$ cat src/rtl/irqd_pkg.sv
// Package: shared types for the dispatch engine.
// Assumes 64-bit routing entries with fixed field positions.
package irqd_pkg;
    localparam int ENTRY_W = 64;
    localparam logic [2:0] DLV_EXTERNAL = 3'b111;

    typedef enum logic [1:0] {
        ST_SCAN     = 2'd0,
        ST_EXT_ASK  = 2'd1,
        ST_EXT_WAIT = 2'd2,
        ST_OFFER    = 2'd3
    } disp_state_t;

    typedef struct packed {
        logic [7:0] dest;
        logic       dest_mode;
        logic [2:0] dlv;
        logic [7:0] vector;
        logic       polarity;
        logic       trig;
        logic       masked;
    } route_t;

    // Pull the fields that the engine needs out of one routing entry.
    function automatic route_t decode_route(input logic [ENTRY_W-1:0] e);
        route_t r;
        r.dest      = e[63:56];
        r.masked    = e[16];
        r.trig      = e[15];
        r.polarity  = e[13];
        r.dest_mode = e[11];
        r.dlv       = e[10:8];
        r.vector    = e[7:0];
        return r;
    endfunction
endpackage

$ cat src/rtl/irqd_capture.sv
// Module: irqd_capture
// Maps request lines onto pins and keeps one pending bit per pin.
// Level pins copy their input; edge pins set on a rising input and
// clear on an accepted delivery, with a new rise winning over the clear.
// Assumes lines are already synchronous to clk.
module irqd_capture #(
    parameter int N_PINS   = 24,
    parameter int LINE_SRC = 0,
    parameter int LINE_DST = 2
) (
    input  logic                      clk,
    input  logic                      rst_n,
    input  logic [N_PINS-1:0]         lines,
    input  logic [N_PINS-1:0]         lvl_mode,
    input  logic                      clr_en,
    input  logic [$clog2(N_PINS)-1:0] clr_idx,
    output logic [N_PINS-1:0]         pend
);
    localparam int IDX_W = $clog2(N_PINS);

    logic [N_PINS-1:0] pin_in;
    logic [N_PINS-1:0] pin_prev;
    logic [N_PINS-1:0] rise;

    // Line-to-pin steering: the source line is folded into the target pin.
    for (genvar g = 0; g < N_PINS; g++) begin : g_map
        if (g == LINE_DST) begin : g_dst
            assign pin_in[g] = lines[g] | lines[LINE_SRC];
        end else if (g == LINE_SRC) begin : g_src
            assign pin_in[g] = 1'b0;
        end else begin : g_direct
            assign pin_in[g] = lines[g];
        end
    end

    assign rise = pin_in & ~pin_prev;

    // Remember last cycle's pin inputs for edge detection.
    always_ff @(posedge clk) begin
        if (!rst_n) pin_prev <= '0;
        else        pin_prev <= pin_in;
    end

    // Update pending bits per pin according to its trigger style.
    always_ff @(posedge clk) begin
        if (!rst_n) begin
            pend <= '0;
        end else begin
            for (int i = 0; i < N_PINS; i++) begin
                if (lvl_mode[i])
                    pend[i] <= pin_in[i];
                else
                    pend[i] <= rise[i] |
                               (pend[i] & ~(clr_en && (clr_idx == IDX_W'(i))));
            end
        end
    end

    for (genvar g = 0; g < N_PINS; g++) begin : g_chk
        AST_LEVEL_FOLLOW: assert property (@(posedge clk) disable iff (!rst_n)
            $past(rst_n && lvl_mode[g] && pin_in[g]) |-> pend[g]);
        AST_EDGE_RETIRE: assert property (@(posedge clk) disable iff (!rst_n)
            $past(rst_n && clr_en && clr_idx == IDX_W'(g) && !lvl_mode[g] && !rise[g]) |-> !pend[g]);
        AST_EDGE_KEEP: assert property (@(posedge clk) disable iff (!rst_n)
            $past(rst_n && !lvl_mode[g] && pend[g] && !(clr_en && clr_idx == IDX_W'(g))) |-> pend[g]);
        AST_SET_WINS: assert property (@(posedge clk) disable iff (!rst_n)
            $past(rst_n && !lvl_mode[g] && rise[g]) |-> pend[g]);
    end
endmodule

$ cat src/rtl/irqd_pick.sv
// Module: irqd_pick
// Fixed-priority selector: lowest-index pin that is pending and unmasked.
// Purely combinational; clk/rst_n serve only the checks.
module irqd_pick #(
    parameter int N_PINS = 24
) (
    input  logic                      clk,
    input  logic                      rst_n,
    input  logic [N_PINS-1:0]         pend,
    input  logic [N_PINS-1:0]         mask,
    output logic                      found,
    output logic [$clog2(N_PINS)-1:0] idx
);
    localparam int IDX_W = $clog2(N_PINS);

    logic [N_PINS-1:0] eligible;
    assign eligible = pend & ~mask;

    // Walk from the top down so the lowest eligible index is kept.
    always_comb begin
        found = 1'b0;
        idx   = '0;
        for (int i = N_PINS - 1; i >= 0; i--) begin
            if (eligible[i]) begin
                found = 1'b1;
                idx   = IDX_W'(i);
            end
        end
    end

    AST_LOWEST_FIRST: assert property (@(posedge clk) disable iff (!rst_n)
        found |-> ((pend & ~mask & ((N_PINS'(1) << idx) - N_PINS'(1))) == '0));
    AST_MASK_HONOURED: assert property (@(posedge clk) disable iff (!rst_n)
        found |-> !mask[idx]);
endmodule

$ cat src/rtl/irq_dispatch.sv
// Module: irq_dispatch (top)
// Scans pending pins against the routing entries, fetches an external
// vector when the delivery code asks for it, and offers one message at a
// time on a valid/ready port. Assumes route_table is stable while read
// and that all inputs are synchronous to clk.
module irq_dispatch #(
    parameter int N_PINS   = 24,
    parameter int LINE_SRC = 0,
    parameter int LINE_DST = 2
) (
    input  logic                         clk,
    input  logic                         rst_n,
    input  logic [N_PINS-1:0]            irq_lines,
    input  logic [N_PINS*64-1:0]         route_table,
    output logic                         msg_valid,
    input  logic                         msg_ready,
    output logic [7:0]                   msg_dest,
    output logic                         msg_dest_mode,
    output logic [2:0]                   msg_dlv_mode,
    output logic [7:0]                   msg_vector,
    output logic                         msg_polarity,
    output logic                         msg_trig,
    output logic                         ext_req,
    input  logic                         ext_vec_valid,
    input  logic [7:0]                   ext_vec
);
    import irqd_pkg::*;
    localparam int IDX_W = $clog2(N_PINS);

    route_t            entries [N_PINS];
    logic [N_PINS-1:0] mask_v;
    logic [N_PINS-1:0] lvl_v;
    logic [N_PINS-1:0] pend;
    logic              found;
    logic [IDX_W-1:0]  pick_idx;
    logic [IDX_W-1:0]  sel_idx;
    disp_state_t       state;
    logic              accept;
    route_t            pick_r;

    for (genvar g = 0; g < N_PINS; g++) begin : g_dec
        assign entries[g] = decode_route(route_table[g*ENTRY_W +: ENTRY_W]);
        assign mask_v[g]  = entries[g].masked;
        assign lvl_v[g]   = entries[g].trig;
    end

    assign pick_r    = entries[pick_idx];
    assign accept    = (state == ST_OFFER) && msg_ready;
    assign msg_valid = (state == ST_OFFER);
    assign ext_req   = (state == ST_EXT_ASK);

    irqd_capture #(.N_PINS(N_PINS), .LINE_SRC(LINE_SRC), .LINE_DST(LINE_DST)) u_cap (
        .clk      (clk),
        .rst_n    (rst_n),
        .lines    (irq_lines),
        .lvl_mode (lvl_v),
        .clr_en   (accept && !msg_trig),
        .clr_idx  (sel_idx),
        .pend     (pend)
    );

    irqd_pick #(.N_PINS(N_PINS)) u_pick (
        .clk   (clk),
        .rst_n (rst_n),
        .pend  (pend),
        .mask  (mask_v),
        .found (found),
        .idx   (pick_idx)
    );

    // Dispatch sequencer: select, optionally fetch vector, offer, retire.
    always_ff @(posedge clk) begin
        if (!rst_n) begin
            state         <= ST_SCAN;
            sel_idx       <= '0;
            msg_dest      <= '0;
            msg_dest_mode <= 1'b0;
            msg_dlv_mode  <= '0;
            msg_vector    <= '0;
            msg_polarity  <= 1'b0;
            msg_trig      <= 1'b0;
        end else begin
            case (state)
                ST_SCAN: begin
                    if (found) begin
                        sel_idx       <= pick_idx;
                        msg_dest      <= pick_r.dest;
                        msg_dest_mode <= pick_r.dest_mode;
                        msg_dlv_mode  <= pick_r.dlv;
                        msg_vector    <= pick_r.vector;
                        msg_polarity  <= pick_r.polarity;
                        msg_trig      <= pick_r.trig;
                        state <= (pick_r.dlv == DLV_EXTERNAL) ? ST_EXT_ASK : ST_OFFER;
                    end
                end
                ST_EXT_ASK: state <= ST_EXT_WAIT;
                ST_EXT_WAIT: begin
                    if (ext_vec_valid) begin
                        msg_vector <= ext_vec;
                        state      <= ST_OFFER;
                    end
                end
                ST_OFFER: begin
                    if (msg_ready) state <= ST_SCAN;
                end
                default: state <= ST_SCAN;
            endcase
        end
    end

    AST_OFFER_HOLD: assert property (@(posedge clk) disable iff (!rst_n)
        msg_valid && !msg_ready |=> msg_valid &&
        $stable({msg_dest, msg_dest_mode, msg_dlv_mode, msg_vector, msg_polarity, msg_trig}));
    AST_EXT_PULSE: assert property (@(posedge clk) disable iff (!rst_n)
        ext_req |=> !ext_req && !msg_valid);
    AST_EXT_VECTOR: assert property (@(posedge clk) disable iff (!rst_n)
        (state == ST_EXT_WAIT && ext_vec_valid) |=> msg_valid && msg_vector == $past(ext_vec));
    AST_PIN0_QUIET: assert property (@(posedge clk) disable iff (!rst_n)
        $past(rst_n) |-> !pend[LINE_SRC]);
endmodule

$ cat config.mk
export PLATFORM = sky130hd
export DESIGN_NAME = irq_dispatch
export DESIGN_NICKNAME = d
export VERILOG_FILES = /design/src/rtl/irqd_pkg.sv /design/src/rtl/irqd_capture.sv /design/src/rtl/irqd_pick.sv /design/src/rtl/irq_dispatch.sv
export SDC_FILE = /design/constraint.sdc
export NUM_CORES = 1
export LEC_CHECK = 0
export ABC_AREA = 1
export BUFFER_PORTS_ARGS = -buffer_cell sky130_fd_sc_hd__buf_2
export CAP_MARGIN = 20
export CELL_PAD_IN_SITES_DETAIL_PLACEMENT = 1
export CELL_PAD_IN_SITES_GLOBAL_PLACEMENT = 2
export CORE_AREA = 4 4 619 621
export CTS_BUF_LIST = sky130_fd_sc_hd__clkbuf_4
export DETAILED_ROUTE_END_ITERATION = 8
export DIE_AREA = 0 0 623 625
export GPL_ROUTABILITY_DRIVEN = 0
export PLACE_DENSITY = 0.32
export SYNTH_ARGS = -nofsm -noshare
export SYNTH_HDL_FRONTEND = slang
export SYNTH_SLANG_ARGS = --single-unit
$ cat constraint.sdc
create_clock -name clk -period 3.7 [get_ports clk]
set_clock_uncertainty 0.15 [all_clocks]
set_input_delay 0 -clock clk [delete_from_list [all_inputs] [get_ports clk]]
set_output_delay 0 -clock clk [all_outputs]
set_load 0.02 [all_outputs]
After elaboration in Yosys (flattened, before gate mapping)
Cells that the tools add are included.
W data, S select, Z words.
- flip-flop bits (word level): 77
- bits of input ports: 1572
- output and inout port bits: 24
- word-level logic and storage cells: 238
- magnitude comparators: 1
- equality and inequality tests: 30
- mux-type cells: 82
- bitwise gates (word level): 79
- reduce and logical (&&, ||, !) cells: 34
- operators with widths (operator ; count):
    $mux W5 ; 24
    $bmux W23 S5 ; 1
    $and A24 B24 Y24 ; 2
    $not A24 Y24 ; 2
    $mux W1 ; 47
    $mux W23 ; 2
    $eq A5 B4 Y1 const B ; 8
    $eq A5 B5 Y1 const B ; 8
    $logic_and A1 B1 Y1 ; 26
    $not A1 Y1 ; 25
    $or A1 B1 Y1 ; 25
    $and A1 B1 Y1 ; 24
    $eq A5 B3 Y1 const B ; 4
    $mux W8 ; 2
    $pmux W8 S2 ; 1
    $eq A5 B2 Y1 const B ; 2
    $mux W2 ; 4
    $pmux W2 S4 ; 1
    $ge A6 B6 Y1 const B ; 1
    $not A5 Y6 ; 1
    $reduce_and A3 Y1 ; 2
    $eq A5 B1 Y1 const B ; 1
    $logic_not A5 Y1 ; 1
    $eq A2 B2 Y1 const B ; 2
    other kinds (9) ; 10

Depth between registers and ports, before layout
Gate-level depths: netlist of the first run.
- depth after elaboration: 34
- gate-level depth with buffers: 36
- depth with buffers taken out: 35

Cells and area by module
Synthesis of the first run repeated with hierarchy kept, for this count alone.
- cells, all modules: 1544
- area, all modules: 8699.6 um^2
- modules (own cells, without submodules) (module ; instances ; cells an instance ; area an instance (um^2) ; seq. area each (um^2)):
    irq_dispatch ; 1 ; 1155 ; 6207.2 ; 580.6
    irqd_capture ; 1 ; 283 ; 1953.1 ; 940.9
    irqd_pick ; 1 ; 106 ; 539.3 ; 0.0

Worst setup path before layout of the first run
No wires, ideal clock.
- kind: reg-to-reg
- from: register u_cap.pend[20]
- to: register state[1]
- setup time: 0.132 ns
- arrival: 2.435 ns
- required time: 3.418 ns
- setup slack: 0.982 ns
- stages on the path, launching flop included: 35
- path buffers: 2
- period minus slack after synthesis: 2.718 ns
- cell sequence: dfxtp_1 -> inv_1 -> or2_1 -> nand2_1 -> nand2_1 -> nand2_1 -> nand2_1 -> nand2_1 -> nand2_1 -> nand2_1 -> nand2_1 -> nand2_1 -> nand2_1 -> nand2_1 -> nand2_1 -> nand2_1 -> nand2_1 -> nand2_1 -> nand2_1 -> nand2_1 -> nand2_1 -> nand2_2 -> nand2_2 -> nand2_4 -> buf_6 -> buf_6 -> nand2_1 -> nand3_1 -> nand3_1 -> nand3_1 -> nand3_1 -> nand2_1 -> nand2_1 -> o21bai_1 -> a21oi_1
- longest elaborated chain between the ends: 30
- elaborated cells between the ends (all ways): 53
- those cells by class: 2 x eq/ne; 48 x mux; 2 x bitwise; 1 x reduce/logical
- ends and longest elaborated chain (what ; line ; RTL):
    from (decl) ; irqd_capture.sv:17 ; output logic [N_PINS-1:0] pend
    from (signal, indexed assignment) ; irqd_capture.sv:51 ; pend[i] <= pin_in[i];
    from (signal, indexed assignment) ; irqd_capture.sv:53 ; pend[i] <= rise[i] |
    $and A24 B24 Y24 * ; irqd_pick.sv:17 ; assign eligible = pend & ~mask;
    $mux W5 (21 in series) ; irqd_pick.sv:24 ; if (eligible[i]) begin
    $not A5 Y6 (not written as such) ; irq_dispatch.sv:47 ; assign pick_r = entries[pick_idx];
    $bmux W23 S5 ; irq_dispatch.sv:47 ;
    $mux W23 (not written as such) (2 in series) ; irq_dispatch.sv:47 ;
    $eq A3 B3 Y1 ; irq_dispatch.sv:93 ; state <= (pick_r.dlv == DLV_EXTERNAL) ? ST_EXT_ASK : ST_OFFER;
    $mux W2 ; irq_dispatch.sv:93 ;
    $mux W2 ; irq_dispatch.sv:85 ; if (found) begin
    $pmux W2 S4 ; irq_dispatch.sv:83 ; case (state)
    to (signal assigned) ; irq_dispatch.sv:93 ;
    to (decl) ; irq_dispatch.sv:37 ; disp_state_t state;
Every way passes the cells marked *; elsewhere a longest branch is shown, timed or not. The select of a mux whose other input is x is not followed.
A chain may end at the register's enable or synchronous reset.

Worst setup path in the final report of the first run
- from: register u_cap.pend[20]
- to: register msg_vector[4]
- longest elaborated chain between the ends: 28
- elaborated cells between the ends (all ways): 51
- those cells by class: 1 x eq/ne; 47 x mux; 2 x bitwise; 1 x reduce/logical
- ends and longest elaborated chain (what ; line ; RTL):
    $and A24 B24 Y24 * ; irqd_pick.sv:17 ;
    $mux W5 (21 in series) ; irqd_pick.sv:24 ;
    $not A5 Y6 (not written as such) ; irq_dispatch.sv:47 ;
    $bmux W23 S5 ; irq_dispatch.sv:47 ;
    $mux W23 (not written as such) (2 in series) ; irq_dispatch.sv:47 ;
    $mux W8 ; irq_dispatch.sv:85 ;
    $pmux W8 S2 ; irq_dispatch.sv:83 ;
    to (signal assigned) ; irq_dispatch.sv:90 ; msg_vector <= pick_r.vector;
    to (signal assigned) ; irq_dispatch.sv:99 ; msg_vector <= ext_vec;
    to (decl) ; irq_dispatch.sv:20 ; output logic [7:0] msg_vector,
Marks and branches as above.

==> flow_summary.toml, run 1 <==
[clocking]
clkSinkCount = 76
clk_path_buf_depth = 2
cts-htree-levels = 3
clockRootBuffer = "sky130_fd_sc_hd__clkbuf_4"
path_clk_slew_ps = 260
tritoncts.num_buffers = 9
tritoncts = "yes"
clock_latency_late_sink_ps = 680

[timing]
slew_headroom = 0.3940
grt_setup_unrepaired = "yes"
fin_ws_ps = -168.5
worst_pin_slew_ps = 908.0
timing_max_transition_violations_final = 0
timing.hold.ws_ps = 38.82
maximum_frequency_from_static_timing_analysis_mhz = 258.5
final_hold_viol_count = 0
final-setup-viol-count = 13
final.period_utilization = 1.046
fin_crit_ps = 3868

[yosys]
postSynth.asyncResetShare = 0
syn_nets = 3175
synth_cells = 1599
synthFlopType = "sky130_fd_sc_hd__dfxtp_1"
ys_seq_elements = 76
synth.distinct_cells = 34
yosys_warnings = 0
avgSynthCellArea_um2 = 5.362
synth_seq_area_share = 0.1775
post_synth_instance_area_mm2 = 0.008573
synth-edff-count = 0

[floorplan]
die_wd_um = 623
initial_core_util = 0.02269
io-pin-count = 1596
row_count = 226
die_area_mm2 = 0.3894
core-area_mm2 = 0.3778
chipHeight_um = 625

[drt]
drt_drc_violations_left = 0
drt_iter0_markers = 643
drt-pass1-iter-count = 4
wl_per_cell_um = 19.22
via_density_per_instance = 2.093
routed-via-count = 16400
wirelength_mm = 150.6
antenna_violating_nets_post_route = 0

[worst_setup_path]
start_kind = "register"
worst-path-max-fanout = 7
critical-path-top-cell-by-count = "sky130_fd_sc_hd__nand2_1"
worst_r2r_startpoint = "u_cap.pend[20]$_SDFF_PN0_"
critical_path_class = "register to register"
timing.critical_path.from = "u_cap.pend[20]$_SDFF_PN0_"
critical-path-slowest-cell = "sky130_fd_sc_hd__dfxtp_2"
timing.critical_path.arrival_ps = 4240
worst_path_largest_cell_delay_ps = 370
critical_path_required_ps = 4070
timing.critical_path.to_type = "register"

[place]
placed_area_mm2 = 0.01886
place.port_buffers = 611
dp_hpwl_mm = 128.0

[global_routing]
grt_pass1_wl_mm = 187.0
grt_use_total = 0.07428
grt_antenna_before_repair = 184
grt_pass1_vias = 17630
maximum_number_of_pins_on_one_net_before_global_route_repair = 51
globalRoute.totalOverflow = 0

[outcome]
result_of_the_run = "finished with violations"
failed_checks = "negative setup slack"

[finish]
final.fill_count = 45640
layout-area-overhead-vs-synth_pct = 198.1
post_layout_net_count = 4329
final_core_util = 0.06764
mostFrequentLayoutCell = "sky130_fd_sc_hd__buf_2"
commonest_cells_after_routing_fill_and_taps_aside = "sky130_fd_sc_hd__buf_2, sky130_fd_sc_hd__dlygate4sd3_1, sky130_fd_sc_hd__nand2_1, sky130_fd_sc_hd__nor2_1, sky130_fd_sc_hd__o21ai_0"
layout_cell_share_with_drive_strength_beyond_1 = 0.3684
final_cell_area_mm2 = 0.02555

[power_and_ir_drop]
power.density_cell_area_mw_per_mm2 = 338.0
power_leakage_nw = 9.611
total_power_mw = 8.636
ir_drop_v = 0.0001688

[min_path]
hold_path.startpoint = "route_table[573]"
holdCritPathClass = "input port to register"

[job]
max_cap_viol_count = 0
==> final timing paths <==
path         slack [ps]  cells after the start                    endpoint
min                  40                      8    msg_dest[5]$_SDFFE_PN0P_
min reg2reg         330                      2  msg_vector[3]$_SDFFE_PN0P_
max reg2reg        -170                     37  msg_vector[4]$_SDFFE_PN0P_
max                -170                     37  msg_vector[4]$_SDFFE_PN0P_
==> cells by family after synthesis <==
| kind of cell | count (synthesis) | synth area share |
|---|---|---|
| flip-flops | 76 | 0.1775 |
| AND/OR/NAND/NOR | 855 | 0.4072 |
| buffers and inverters | 257 | 0.1312 |
| adder cells (fa/ha/maj) | 4 | 0.005838 |
| AO/OA/AOI/OAI | 407 | 0.2783 |
==> per-stage QoR <==
step / TNS (ps) / setup slack (ps) / cells
after floorplan: 0 / 982.5 / 1599
after CTS: -4012 / -293.8 / 7750
after global routing: -8138 / -468.1 / 7798
final: -1013 / -168.5 / 7836
after global placement: -11820 / -865.9 / 7257
after detailed placement: -8904 / -696.2 / 7257
==> flip-flops by register name, summed over array words and instances, names as in the netlist <==
name and cells:
u_cap.pin_prev 23, msg_dest 8, msg_trig 1, sel_idx 5, msg_vector 8, msg_dlv_mode 3, u_cap.pend 24, state 2
msg_dest_mode 1, msg_polarity 1
==> repair_timing <==
| action | 4_1_cts | 5_1_grt |
|---|---|---|
| endpoints found under the hold margin | 75 | 1 |
| hold buffers | 432 | 1 |
| cloned | 11 | 8 |
| setup buffers | 35 | 20 |
| endpoints found under the setup margin | 23 | 23 |
| pin swaps | 59 | 62 |
| gates resized for setup | 192 | 133 |
==> worst max-delay path: cells and delay by family, from the launching register on <==
kind                   cells  cell delay [ps]
and+or+nand+nor           28             2170
DFF                        1              370
AOI/OAI and AO/OA          3              270
buffers and inverters      6              750
==> cells in the mapped netlist (2+ instances only) <==
master	n	area share
sky130_fd_sc_hd__clkbuf_2	2	0.0012
sky130_fd_sc_hd__inv_1	133	0.058
sky130_fd_sc_hd__buf_6	8	0.011
sky130_fd_sc_hd__o21bai_1	2	0.0018
sky130_fd_sc_hd__o31ai_1	6	0.0053
sky130_fd_sc_hd__nand3_1	162	0.095
sky130_fd_sc_hd__or2_1	3	0.0022
sky130_fd_sc_hd__clkbuf_1	55	0.024
sky130_fd_sc_hd__inv_2	3	0.0013
sky130_fd_sc_hd__or2_2	12	0.0088
sky130_fd_sc_hd__a31oi_1	11	0.0080
sky130_fd_sc_hd__a21oi_1	59	0.034
sky130_fd_sc_hd__dfxtp_1	76	0.18
sky130_fd_sc_hd__buf_4	17	0.015
sky130_fd_sc_hd__o41ai_1	18	0.018
sky130_fd_sc_hd__o21ai_0	232	0.14
sky130_fd_sc_hd__nand3b_1	6	0.0053
sky130_fd_sc_hd__o221ai_1	24	0.025
sky130_fd_sc_hd__nor3_1	5	0.0029
sky130_fd_sc_hd__o211ai_1	29	0.025
sky130_fd_sc_hd__buf_2	27	0.016
sky130_fd_sc_hd__nand2_1	351	0.15
sky130_fd_sc_hd__clkinv_1	2	0.00088
sky130_fd_sc_hd__buf_1	10	0.0044
sky130_fd_sc_hd__o21ai_1	10	0.0058
sky130_fd_sc_hd__a32o_1	12	0.014
sky130_fd_sc_hd__ha_1	4	0.0058
sky130_fd_sc_hd__nor2_1	313	0.14
sky130_fd_sc_hd__nand2_2	2	0.0015
==> power breakdown <==
part           switching (mW)  internal (mW)  total, mW  leakage (nW)
combinational            4.07           2.65       6.72          8.89
sequential              0.162          0.994       1.16         0.633
clock                   0.539          0.223      0.762        0.0837
total                    4.77           3.87       8.64          9.61
==> cell type report <==
cell class / instances / area, um2 / share of cell area
tap: 5016 / 6276 / 0.2456
antenna: 62 / 155.1 / 0.006072
clock inverter: 7 / 93.84 / 0.003672
multi-input combinational: 1267 / 6704 / 0.2624
sequential: 76 / 1525 / 0.05969
clock buffer: 9 / 67.56 / 0.002644
inverter: 138 / 528.0 / 0.02066
timing repair buffer: 1261 / 10200 / 0.3993
==> layer usage <==
layer / track usage / part of all wire / vias to the layer above
li1: - / - / 7726
met1: 0.08296 / 0.39 / 7739
met2: 0.1443 / 0.54 / 623
met3: 0.01653 / 0.048 / 259
met4: 0.01077 / 0.019 / 54
met5: 0 / 0.0021 / -
No activity file was read; power rests on OpenSTA's default activity.
==> run 2: changes to the inputs <==
- CORE_AREA: 4 4 619 621 -> 4 4 623 625
- DIE_AREA: 0 0 623 625 -> 0 0 627 629
- PLACE_DENSITY: 0.32 -> 0.31
- SYNTH_HIERARCHICAL: default -> 1
==> flow_summary.toml, run 2 <==
[outcome]
result_of_the_run = "finished with violations"
failed_checks = "negative setup slack"

[worst_setup_path]
worst_path_largest_cell_delay_ps = 580
reg2regPathDepth = 33
critical_path_required_ps = 4130
critical_path_class = "register to register"
timing.critical_path.arrival_ps = 4210
critical-path-top-cell-by-count = "sky130_fd_sc_hd__nand2_1"
critical-path-slowest-cell = "sky130_fd_sc_hd__o211ai_1"
start_kind = "register"
worst_r2r_startpoint = "u_cap/pend[23]$_SDFF_PN0_"
timing.critical_path.to_type = "register"
worst-path-max-fanout = 6
r2r-end = "msg_dest[7]$_SDFFE_PN0P_"
worst-r2r-setup-slack_ps = -80

[finish]
post_layout_net_count = 4486
regArea_mm2 = 0.001523
largest_register_ff_count = 24
final_core_util = 0.07086
commonest_cells_after_routing_fill_and_taps_aside = "sky130_fd_sc_hd__dlygate4sd3_1, sky130_fd_sc_hd__buf_2, sky130_fd_sc_hd__nor2_1, sky130_fd_sc_hd__nand2_1, sky130_fd_sc_hd__o21ai_0"
mostFrequentLayoutCell = "sky130_fd_sc_hd__dlygate4sd3_1"
final.fill_count = 45840
multi_input_comb_area_mm2 = 0.006471
post_layout_nonfiller_instances = 7991
reg_top3 = "u_cap/pend x24, u_cap/pin_prev x23"
layout_cell_share_with_drive_strength_beyond_1 = 0.3456
largest_register = "u_cap/pend"
layout-area-overhead-vs-synth_pct = 211.2

[timing]
final_hold_viol_count = 0
timing.hold.ws_ps = 26.89
slew_headroom = 0.4455
final-setup-viol-count = 7
fin_ws_ps = -78.29
timing_max_transition_violations_final = 0
final.period_utilization = 1.021
maximum_frequency_from_static_timing_analysis_mhz = 264.7
grt_setup_unrepaired = "yes"
worst_pin_slew_ps = 831.8
fin_crit_ps = 3778

[place]
dp_hpwl_mm = 117.1
dpl.cell_count = 7262
place_ws_ps = -638.9
place.port_buffers = 611

[clocking]
clkSinkCount = 76
clock_latency_late_sink_ps = 680
clockRootBuffer = "sky130_fd_sc_hd__clkbuf_4"
tritoncts.num_buffers = 9
cts-htree-levels = 3
clk_path_buf_depth = 2
path_clk_slew_ps = 200
tritoncts = "yes"

[drt]
drt-pass1-iter-count = 5
drt_iter0_markers = 531
via_density_per_instance = 2.101
antenna_violating_nets_post_route = 0
wirelength_mm = 136.7
wl_per_cell_um = 17.11
routed-via-count = 16790
drt_drc_violations_left = 0

[yosys]
synth_cells = 1544
synth_top_area_cell = "sky130_fd_sc_hd__dfxtp_1"
synth_largest_type_area_fraction = 0.1749
post_synth_instance_area_mm2 = 0.008700
syn_nets = 3121
postSynth.asyncResetShare = 0
yosys_warnings = 6
synth-adder-area-share = 0.007191
ys_top_cells_by_count = "sky130_fd_sc_hd__nor2_1, sky130_fd_sc_hd__nand2_1, sky130_fd_sc_hd__o21ai_0"
synthFlopType = "sky130_fd_sc_hd__dfxtp_1"
synth_seq_area_share = 0.1749
avgSynthCellArea_um2 = 5.634
muxShareOfSynthArea = 0
synth.distinct_cells = 38
synth-edff-count = 0
fraction_of_the_mapped_netlist_area_in_simple_logic_gates = 0.3521
ys_seq_elements = 76
synth.area.top_cells = "sky130_fd_sc_hd__dfxtp_1, sky130_fd_sc_hd__nor2_1, sky130_fd_sc_hd__o21ai_0"
synth_most_common_cell = "sky130_fd_sc_hd__nor2_1"
synth-compound-area-share = 0.3190
synth_top_family_by_area = "simple AND/OR/NAND/NOR gates"
share_of_the_synthesized_netlist_area_taken_by_xor_and_xnor_gates = 0

[power_and_ir_drop]
share_seq_of_total_power = 0.137
power.share.combinational = 0.781
internal_power_mw = 3.856
netSwitchingFraction = 0.5454
power_leakage_nw = 10.14
power.density_cell_area_mw_per_mm2 = 313.4
switchingPower_mw = 4.626
power_frac_clock = 0.083
ir_drop_v = 0.0001657
total_power_mw = 8.482

[floorplan]
core-area_mm2 = 0.3820
die_wd_um = 627
chipHeight_um = 629
row_count = 227
die_area_mm2 = 0.3944
io-pin-count = 1596
initial_core_util = 0.02277

[global_routing]
grt_pass1_wl_mm = 175.7
grt_use_total = 0.06754
grt_antenna_before_repair = 131
grt_pass1_vias = 18460
maximum_number_of_pins_on_one_net_before_global_route_repair = 48
globalRoute.totalOverflow = 0

[min_path]
holdCritPathClass = "input port to register"
min_path_cells = 7
hold_path.startpoint = "route_table[767]"
hold-path-endpoint = "msg_dest[7]$_SDFFE_PN0P_"

[job]
max_cap_viol_count = 0
-- run 2: cell count changes in the layout (fill, tap and decap cells not counted), moves of 35 or more --
cell                            change
sky130_fd_sc_hd__a21oi_1           -35
sky130_fd_sc_hd__dlygate4sd3_1    +206
sky130_fd_sc_hd__nand2_1           -79
sky130_fd_sc_hd__nand3_1           -64
sky130_fd_sc_hd__nor2_1            +72
sky130_fd_sc_hd__o211ai_1          +41
sky130_fd_sc_hd__o21ai_1           +35
-- run 2: cell families (layout without fill, tap and decap cells) --
logic type | count (synthesis) | in the layout
other | 0 | 39
adders and majority gates | 5 | 5
DFF | 76 | 76
AOI/OAI and AO/OA | 471 | 471
and+or+nand+nor | 745 | 745
buffers and inverters | 247 | 1617
-- run 2: cell type report --
class	count	area share
repair buffers	1475	0.4447
diodes	39	0.003605
well taps	5038	0.2329
multi-input cells	1221	0.2391
flip-flops and latches	76	0.05625
clock buffers	9	0.002496
clock inverters	7	0.002172
inverters	126	0.01881
-- run 2: worst max-delay path, delay by kind of cell (launching register included) --
kind / cells / cell delay, ps
and+or+nand+nor: 22 / 1270
AOI/OAI and AO/OA: 5 / 1140
buffers and inverters: 6 / 710
DFF: 1 / 380
-- run 2: power by group through the flow --
| stage | registers, mW | logic, mW | clock network [mW] |
|---|---|---|---|
| finish | 1.16 | 6.62 | 0.702 |
| global route | 1.19 | 7.32 | 0.825 |
| CTS | 1.17 | 6.92 | 0.827 |
| detailed placement | 1.19 | 5.57 | 0 |
| global placement | 1.19 | 5.58 | 0 |
| floorplan | 1.26 | 2.10 | 0 |
-- run 2: worst max path at each step --
stage | start | slack [ps] | end
after CTS | u_cap/pend[23]$_SDFF_PN0_ | -250 | msg_dest[3]$_SDFFE_PN0P_
after global routing | u_cap/pend[23]$_SDFF_PN0_ | -410 | state[1]$_SDFFE_PN0P_
after detailed placement | u_cap/pend[23]$_SDFF_PN0_ | -640 | msg_dest[6]$_SDFFE_PN0P_
final | u_cap/pend[23]$_SDFF_PN0_ | -80 | msg_dest[7]$_SDFFE_PN0P_
after global placement | u_cap/pend[23]$_SDFF_PN0_ | -1060 | msg_dest[6]$_SDFFE_PN0P_
after floorplan | u_cap/pend[23]$_SDFF_PN0_ | 950 | msg_vector[5]$_SDFFE_PN0P_
-- run 2: routing by layer --
| layer | vias up | share of wire | GRT usage |
|---|---|---|---|
| li1 | 7990 | - | - |
| met1 | 8017 | 0.41 | 0.07855 |
| met2 | 599 | 0.51 | 0.1238 |
| met3 | 151 | 0.053 | 0.01579 |
| met4 | 36 | 0.023 | 0.01509 |
| met5 | - | 0.0016 | 0 |
-- run 2: through the flow --
step	TNS [ps]	instance area (um2)
6_report	-249.8	27070
5_1_grt	-6904	27020
4_1_cts	-3382	26720
3_5_place_dp	-9783	19170
3_3_place_gp	-16470	19140
2_1_floorplan	0	8700
-- run 2: repair_timing --
action / CTS / global route
gates resized for setup: 190 / 66
gates cloned: 7 / 0
setup endpoints to repair: 23 / 23
hold buffers: 637 / 2
pin swaps: 67 / 29
setup buffers: 29 / 5
hold endpoints to repair: 76 / 2
